### src/rtl/scan_pkg.sv
package scan_pkg;
    localparam int unsigned NUM_CH_DEF  = 4;
    localparam int unsigned SAMPLE_W_DEF = 16;

    typedef enum logic [1:0] {
        MODE_IDLE = 2'd0,
        MODE_SCAN = 2'd1,
        MODE_READ = 2'd2
    } stream_mode_e;
endpackage

### src/rtl/scan_sclk_edge.sv
module scan_sclk_edge (
    input  logic clk,
    input  logic rst_n,
    input  logic sclk,
    output logic sclk_rise
);
    logic sclk_d, sclk_q;

    always_comb begin
        sclk_d    = sclk;
        sclk_rise = sclk & ~sclk_q;
    end

    always_ff @(posedge clk or negedge rst_n) begin
        if (!rst_n) sclk_q <= 1'b0;
        else        sclk_q <= sclk_d;
    end
endmodule

### src/rtl/scan_chan_pick.sv
module scan_chan_pick #(
    parameter int unsigned NUM_CH = 4,
    localparam int unsigned CW    = (NUM_CH > 1) ? $clog2(NUM_CH) : 1
) (
    input  logic [NUM_CH-1:0] mask,
    input  logic [CW:0]       start,
    output logic              found,
    output logic [CW-1:0]     idx
);
    always_comb begin
        found = 1'b0;
        idx   = '0;
        for (int i = NUM_CH - 1; i >= 0; i--) begin
            if (mask[i] && ((CW+1)'(i) >= start)) begin
                found = 1'b1;
                idx   = CW'(i);
            end
        end
    end
endmodule

### src/rtl/scan_sequencer.sv
module scan_sequencer
    import scan_pkg::*;
#(
    parameter int unsigned NUM_CH   = 4,
    parameter int unsigned SAMPLE_W = 16,
    localparam int unsigned CW      = (NUM_CH > 1) ? $clog2(NUM_CH) : 1,
    localparam int unsigned BCW     = $clog2(SAMPLE_W),
    localparam int unsigned BANK_W  = NUM_CH * SAMPLE_W
) (
    input  logic                clk,
    input  logic                rst_n,
    input  logic [NUM_CH-1:0]   chan_en,
    input  logic [BANK_W-1:0]   samples,
    input  logic                res_valid,
    input  logic                pre_ready,
    input  logic                sclk_rise,
    input  logic                cs_n,
    input  logic                rd_req,
    input  logic [SAMPLE_W-1:0] rd_word,
    output logic                sdo,
    output logic                eoc_n
);
    localparam logic [BCW-1:0] LAST_BIT = BCW'(SAMPLE_W - 1);

    typedef struct packed {
        stream_mode_e          mode;
        logic                  eoc_n;
        logic [CW-1:0]         ch;
        logic [BCW-1:0]        bitcnt;
        logic [SAMPLE_W-1:0]   shreg;
        logic [BANK_W-1:0]     bank;
    } seq_state_t;

    seq_state_t st_d, st_q;

    logic          first_found, next_found;
    logic [CW-1:0] first_idx, next_idx;
    logic [CW:0]   next_start;
    logic          scan_on;

    assign scan_on    = |chan_en;
    assign next_start = {1'b0, st_q.ch} + (CW+1)'(1);

    scan_chan_pick #(.NUM_CH(NUM_CH)) u_pick_first (
        .mask  (chan_en),
        .start ('0),
        .found (first_found),
        .idx   (first_idx)
    );

    scan_chan_pick #(.NUM_CH(NUM_CH)) u_pick_next (
        .mask  (chan_en),
        .start (next_start),
        .found (next_found),
        .idx   (next_idx)
    );

    always_comb begin
        st_d = st_q;
        if (res_valid && scan_on && first_found) begin
            // new result set: capture, restart at first enabled channel
            st_d.bank   = samples;
            st_d.mode   = MODE_SCAN;
            st_d.ch     = first_idx;
            st_d.bitcnt = LAST_BIT;
            st_d.shreg  = samples[first_idx*SAMPLE_W +: SAMPLE_W];
            st_d.eoc_n  = 1'b0;
        end else begin
            if (rd_req && !scan_on && (st_q.mode == MODE_IDLE)) begin
                st_d.mode   = MODE_READ;
                st_d.bitcnt = LAST_BIT;
                st_d.shreg  = rd_word;
            end else if (sclk_rise && !cs_n && (st_q.mode != MODE_IDLE)) begin
                if (st_q.bitcnt != '0) begin
                    st_d.shreg  = {st_q.shreg[SAMPLE_W-2:0], 1'b0};
                    st_d.bitcnt = st_q.bitcnt - BCW'(1);
                end else if ((st_q.mode == MODE_SCAN) && next_found) begin
                    st_d.ch     = next_idx;
                    st_d.bitcnt = LAST_BIT;
                    st_d.shreg  = st_q.bank[next_idx*SAMPLE_W +: SAMPLE_W];
                end else begin
                    st_d.mode  = MODE_IDLE;
                    st_d.eoc_n = 1'b1;
                    st_d.shreg = '0;
                end
            end
            if (pre_ready) st_d.eoc_n = 1'b1;
        end
    end

    always_ff @(posedge clk or negedge rst_n) begin
        if (!rst_n) begin
            st_q.mode   <= MODE_IDLE;
            st_q.eoc_n  <= 1'b1;
            st_q.ch     <= '0;
            st_q.bitcnt <= '0;
            st_q.shreg  <= '0;
            st_q.bank   <= '0;
        end else begin
            st_q <= st_d;
        end
    end

    assign sdo   = (st_q.mode != MODE_IDLE) ? st_q.shreg[SAMPLE_W-1] : 1'b0;
    assign eoc_n = st_q.eoc_n;

    assert_eoc_low_on_load_R2: assert property (@(posedge clk) disable iff (!rst_n)
        (res_valid && scan_on) |=> !eoc_n);

    assert_restart_bitcnt_R9: assert property (@(posedge clk) disable iff (!rst_n)
        (res_valid && scan_on) |=> (st_q.bitcnt == LAST_BIT) && (st_q.mode == MODE_SCAN));

    assert_hold_when_deselected_R5: assert property (@(posedge clk) disable iff (!rst_n)
        (cs_n && !res_valid && !rd_req) |=> $stable(sdo));

    assert_early_release_R7: assert property (@(posedge clk) disable iff (!rst_n)
        (pre_ready && !res_valid) |=> eoc_n);

    assert_idle_flag_high_R6: assert property (@(posedge clk) disable iff (!rst_n)
        (st_q.mode == MODE_IDLE) |-> eoc_n);

    assert_read_ignored_R11: assert property (@(posedge clk) disable iff (!rst_n)
        (rd_req && scan_on && !res_valid && (st_q.mode == MODE_IDLE)) |=> !sdo);
endmodule

### src/rtl/adc_scan_streamer.sv
module adc_scan_streamer #(
    parameter int unsigned NUM_CH   = 4,
    parameter int unsigned SAMPLE_W = 16,
    localparam int unsigned BANK_W  = NUM_CH * SAMPLE_W
) (
    input  logic                clk,
    input  logic                rst_n,
    input  logic [NUM_CH-1:0]   chan_en,
    input  logic [BANK_W-1:0]   samples,
    input  logic                res_valid,
    input  logic                pre_ready,
    input  logic                sclk,
    input  logic                cs_n,
    input  logic                rd_req,
    input  logic [SAMPLE_W-1:0] rd_word,
    output logic                sdo,
    output logic                eoc_n
);
    logic sclk_rise;

    scan_sclk_edge u_edge (
        .clk       (clk),
        .rst_n     (rst_n),
        .sclk      (sclk),
        .sclk_rise (sclk_rise)
    );

    scan_sequencer #(
        .NUM_CH   (NUM_CH),
        .SAMPLE_W (SAMPLE_W)
    ) u_seq (
        .clk       (clk),
        .rst_n     (rst_n),
        .chan_en   (chan_en),
        .samples   (samples),
        .res_valid (res_valid),
        .pre_ready (pre_ready),
        .sclk_rise (sclk_rise),
        .cs_n      (cs_n),
        .rd_req    (rd_req),
        .rd_word   (rd_word),
        .sdo       (sdo),
        .eoc_n     (eoc_n)
    );
endmodule

### config.mk
export PLATFORM = sky130hd
export DESIGN_NAME = adc_scan_streamer
export DESIGN_NICKNAME = d
export VERILOG_FILES = /design/src/rtl/scan_pkg.sv /design/src/rtl/scan_sclk_edge.sv /design/src/rtl/scan_chan_pick.sv /design/src/rtl/scan_sequencer.sv /design/src/rtl/adc_scan_streamer.sv
export SDC_FILE = /design/constraint.sdc
export NUM_CORES = 1
export LEC_CHECK = 0
export ABC_AREA = 1
export BUFFER_PORTS_ARGS = -buffer_cell sky130_fd_sc_hd__buf_4
export CORE_MARGIN = 4
export CORE_UTILIZATION = 52
export CTS_CLUSTER_SIZE = 8
export DETAILED_ROUTE_END_ITERATION = 8
export GPL_TIMING_DRIVEN = 1
export PLACE_DENSITY_LB_ADDON = 0.08
export SLEW_MARGIN = 40
export SYNTH_ARGS = -nofsm -noshare
export SYNTH_HDL_FRONTEND = slang
export SYNTH_SLANG_ARGS = --single-unit
### constraint.sdc
create_clock -name clk -period 1.8 [get_ports clk]
set_clock_uncertainty 0.15 [all_clocks]
set_input_delay 0.36 -clock clk [delete_from_list [all_inputs] [get_ports clk]]
set_output_delay 0.36 -clock clk [all_outputs]
set_load 0.05 [all_outputs]
==> results.yml <==
floorplanning:
  boundaryPins: 93
  fp.dieArea_um2: 12400
  fp.dieW_um: 111
  core_area_um2: 10400
  rows: 37
  die_h_um: 111
  start_util: 0.537
timing:
  slew_violations: 0
  setup_violations: 16
  max-slew-margin-rel: 0.699
  fin_crit_sh: 1.05
  fin_crit_ps: 1880
  tightest_slew_ps: 451
  rsz0062_at_grt: "yes"
  final-hold-violation-count: 0
  setup_slack_ps: -83.2
  fmax_ghz: 0.531
critical_path:
  critical_path_required_ps: 1910
  cp-end-kind: "flip-flop"
  crit_chain: "inv_2, ha_4, inv_4, nor3_4, buf_6, inv_6, nand3_4, nor2_1, nor2_1, nand2_1, nor2_1, nor2_1"
  crit_family: "simple AND/OR/NAND/NOR gates"
  crit_fanout: 4
  crit_type: "reg2reg"
  crit_cells: 12
  crit_path_frequent_cell: "nor2_1"
  crit_slowest_cell: "dfrtp_1"
  r2r_cells: 12
  startpoint_type: "flip-flop"
  cp.buffers_inverters: 4
  cp.arrival_ps: 1990
  crit_path_max_incr_delay_ps: 410
placed_design:
  io_buffers: 92
  place_hpwl_um: 12100
  dp.cells: 1085
  placed_area_um2: 6700
  place_congestion: 0.988
synth:
  synthTopCellsByArea: "dfrtp_1 40%, nand2_1 17%, nand3_1 12%"
  synth_top_area_share: 0.400
  synth_seq_cells: 90
  syn-instance-count: 855
  synth_fp_nets: 947
  syn-cell-area_um2: 5570
  ys_seq_area_frac: 0.405
  synth.distinct_cells: 27
  synth_largest_area_cell: "dfrtp_1"
  ys_warn_count: 0
  avgSynthCellArea_um2: 6.51
finish:
  syn2layout_area_growth_pct: 32.3
  antenna_cells: 0
  layout-drive-gt1-share: 0.238
  finish.instance_area_um2: 7370
  num-nets-final: 1072
  multiInputGateArea_um2: 2850
  regArea_um2: 2250
  layoutNonFillerInstCount: 1121
  nFillCells: 871
clock_network:
  cts.sink_count: 90
  clock_path_buffers: 2
  cts-root-buf: "clkbuf_8"
  clk_pin_slew_ps: 100
  clkLatencyLatePin_ps: 370
  htreeDepth: 3
  cts_tree: "yes"
  cts_made_buffers: 9
detailed_routing:
  drc: 0
  drtAntennaViolNets: 0
  route.vias.total: 6031
  routed_wl_um: 17900
  viasPerCell: 5.38
  wire_per_inst_um: 16.0
  dr.pass1.iters: 5
  drtIter0Drc: 591
worst_hold_path:
  min_delay_path_depth: 3
  hp-class: "in2reg"
pwr:
  vdd_ir_drop_max_v: 0.000391
  p_total_mw: 5.96
  powerDensity_nw_per_um2: 808
  p_leak_nw: 4.00
global_routing:
  grt_pass1_wl_um: 29200
  grtUsageTotal: 0.288
  antenna_found_initial: 0
  grt_pass1_vias: 5745
  grt_start_max_net_pins: 72
  grt.overflow.total: 0
run:
  cap_violations: 0
status:
  status: "finished with violations"
  violations: "setup timing"
[flip-flops by register name, summed over array words and instances, names as in the netlist]
register       cells
u_edge.sclk_q      1
u_seq.eoc_n        1
u_seq.st_q        88
[what timing repair did]
action                     CTS  global route
cloned                       5             1
setup endpoints to repair   20            24
hold buffers                 2             0
pin swaps                   12            26
resized for setup           27            44
hold endpoints to repair    26             0
setup buffers                3             9
[routing by layer]
layer | vias to the layer above | global-route usage | part of all wire
li1 | 2897 | - | -
met1 | 2774 | 0.427 | 0.43
met2 | 324 | 0.427 | 0.45
met3 | 36 | 0.0473 | 0.094
met4 | 0 | 0.103 | 0.025
met5 | - | 0 | 0
[worst min-delay path, stage by stage]
cell     delay (ps)
buf_4           100
inv_1            50
o21ai_0          70
[power breakdown]
group	switching [mW]	leakage, nW	internal, mW	total [mW]
Combinational	1.04	2.79	0.684	1.72
Clock	0.765	0.131	1.07	1.84
Sequential	0.140	1.08	2.26	2.40
[synth_stat cells]
| master | number |
|---|---|
| a21oi_1 | 13 |
| buf_2 | 25 |
| buf_4 | 2 |
| buf_6 | 1 |
| clkbuf_1 | 15 |
| clkinv_1 | 1 |
| dfrtp_1 | 89 |
| dfstp_2 | 1 |
| ha_1 | 1 |
| inv_1 | 142 |
| inv_2 | 1 |
| nand2_1 | 245 |
| nand2_2 | 6 |
| nand3_1 | 131 |
| nand3_2 | 2 |
| nand3_4 | 2 |
| nand3b_1 | 2 |
| nand4_1 | 1 |
| nor2_1 | 89 |
| nor2_2 | 5 |
| nor2_4 | 2 |
| nor3_2 | 1 |
| nor3b_1 | 1 |
| o211ai_1 | 1 |
| o21ai_0 | 74 |
| o21ai_2 | 1 |
| xor2_1 | 1 |
[placed cells by master, fill, tap and decap left out, types with 2 or more instances in the layout]
master	netlist	routed
nor2_1	89	77
inv_6	0	2
nand2_4	0	6
nor2_4	2	4
nand2_2	6	12
dfrtp_1	89	89
nand3b_1	2	2
nand2_1	245	234
buf_12	0	10
clkbuf_8	0	9
o21ai_0	74	70
nand3_4	2	10
a21oi_1	13	5
inv_1	142	134
bufinv_16	0	4
nand3_2	2	2
a21oi_2	0	7
buf_4	2	135
nand3_1	131	128
dlygate4sd3_1	0	2
buf_6	1	4
inv_2	1	7
o21ai_1	0	4
nor2_2	5	15
[cells by family after synthesis]
family | synth area share
flip-flops | 0.405
XOR/XNOR | 0.00157
buffers and inverters | 0.134
adder cells (fa/ha/maj) | 0.00225
AND/OR/NAND/NOR | 0.376
AO/OA/AOI/OAI | 0.0811
[per-stage QoR]
stage                     setup slack [ps]  utilization  setup TNS [ps]  hold slack (ps)
after floorplan                       58.1            -               0            -85.6
after detailed placement              -130        0.646           -1720              170
final                                -83.2        0.711            -596              108
after global routing                  -171        0.711           -1980              115
after global placement                -122        0.646           -1130              169
after CTS                            -77.4        0.690            -625              103
[path summary, 6_finish.rpt]
path                           startpoint  slack, ps              to
min in group asynchronous           rst_n        320   u_edge.sclk_q
setup reg to reg           u_seq.st_q[81]        -80  u_seq.st_q[69]
hold reg to reg            u_seq.st_q[28]        340  u_seq.st_q[28]
max in group asynchronous           rst_n        570     u_seq.eoc_n
setup / recovery           u_seq.st_q[81]        -80  u_seq.st_q[69]
hold / removal                samples[41]        110  u_seq.st_q[41]
[area by class of cell]
cell class,instances,share of cell area
multi-input cells,584,0.387
flip-flops and latches,90,0.306
well taps,136,0.0231
clock buffers,10,0.0173
clock inverters,6,0.0187
repair buffers,151,0.174
inverters,144,0.0744
No activity file was read; power rests on OpenSTA's default activity.
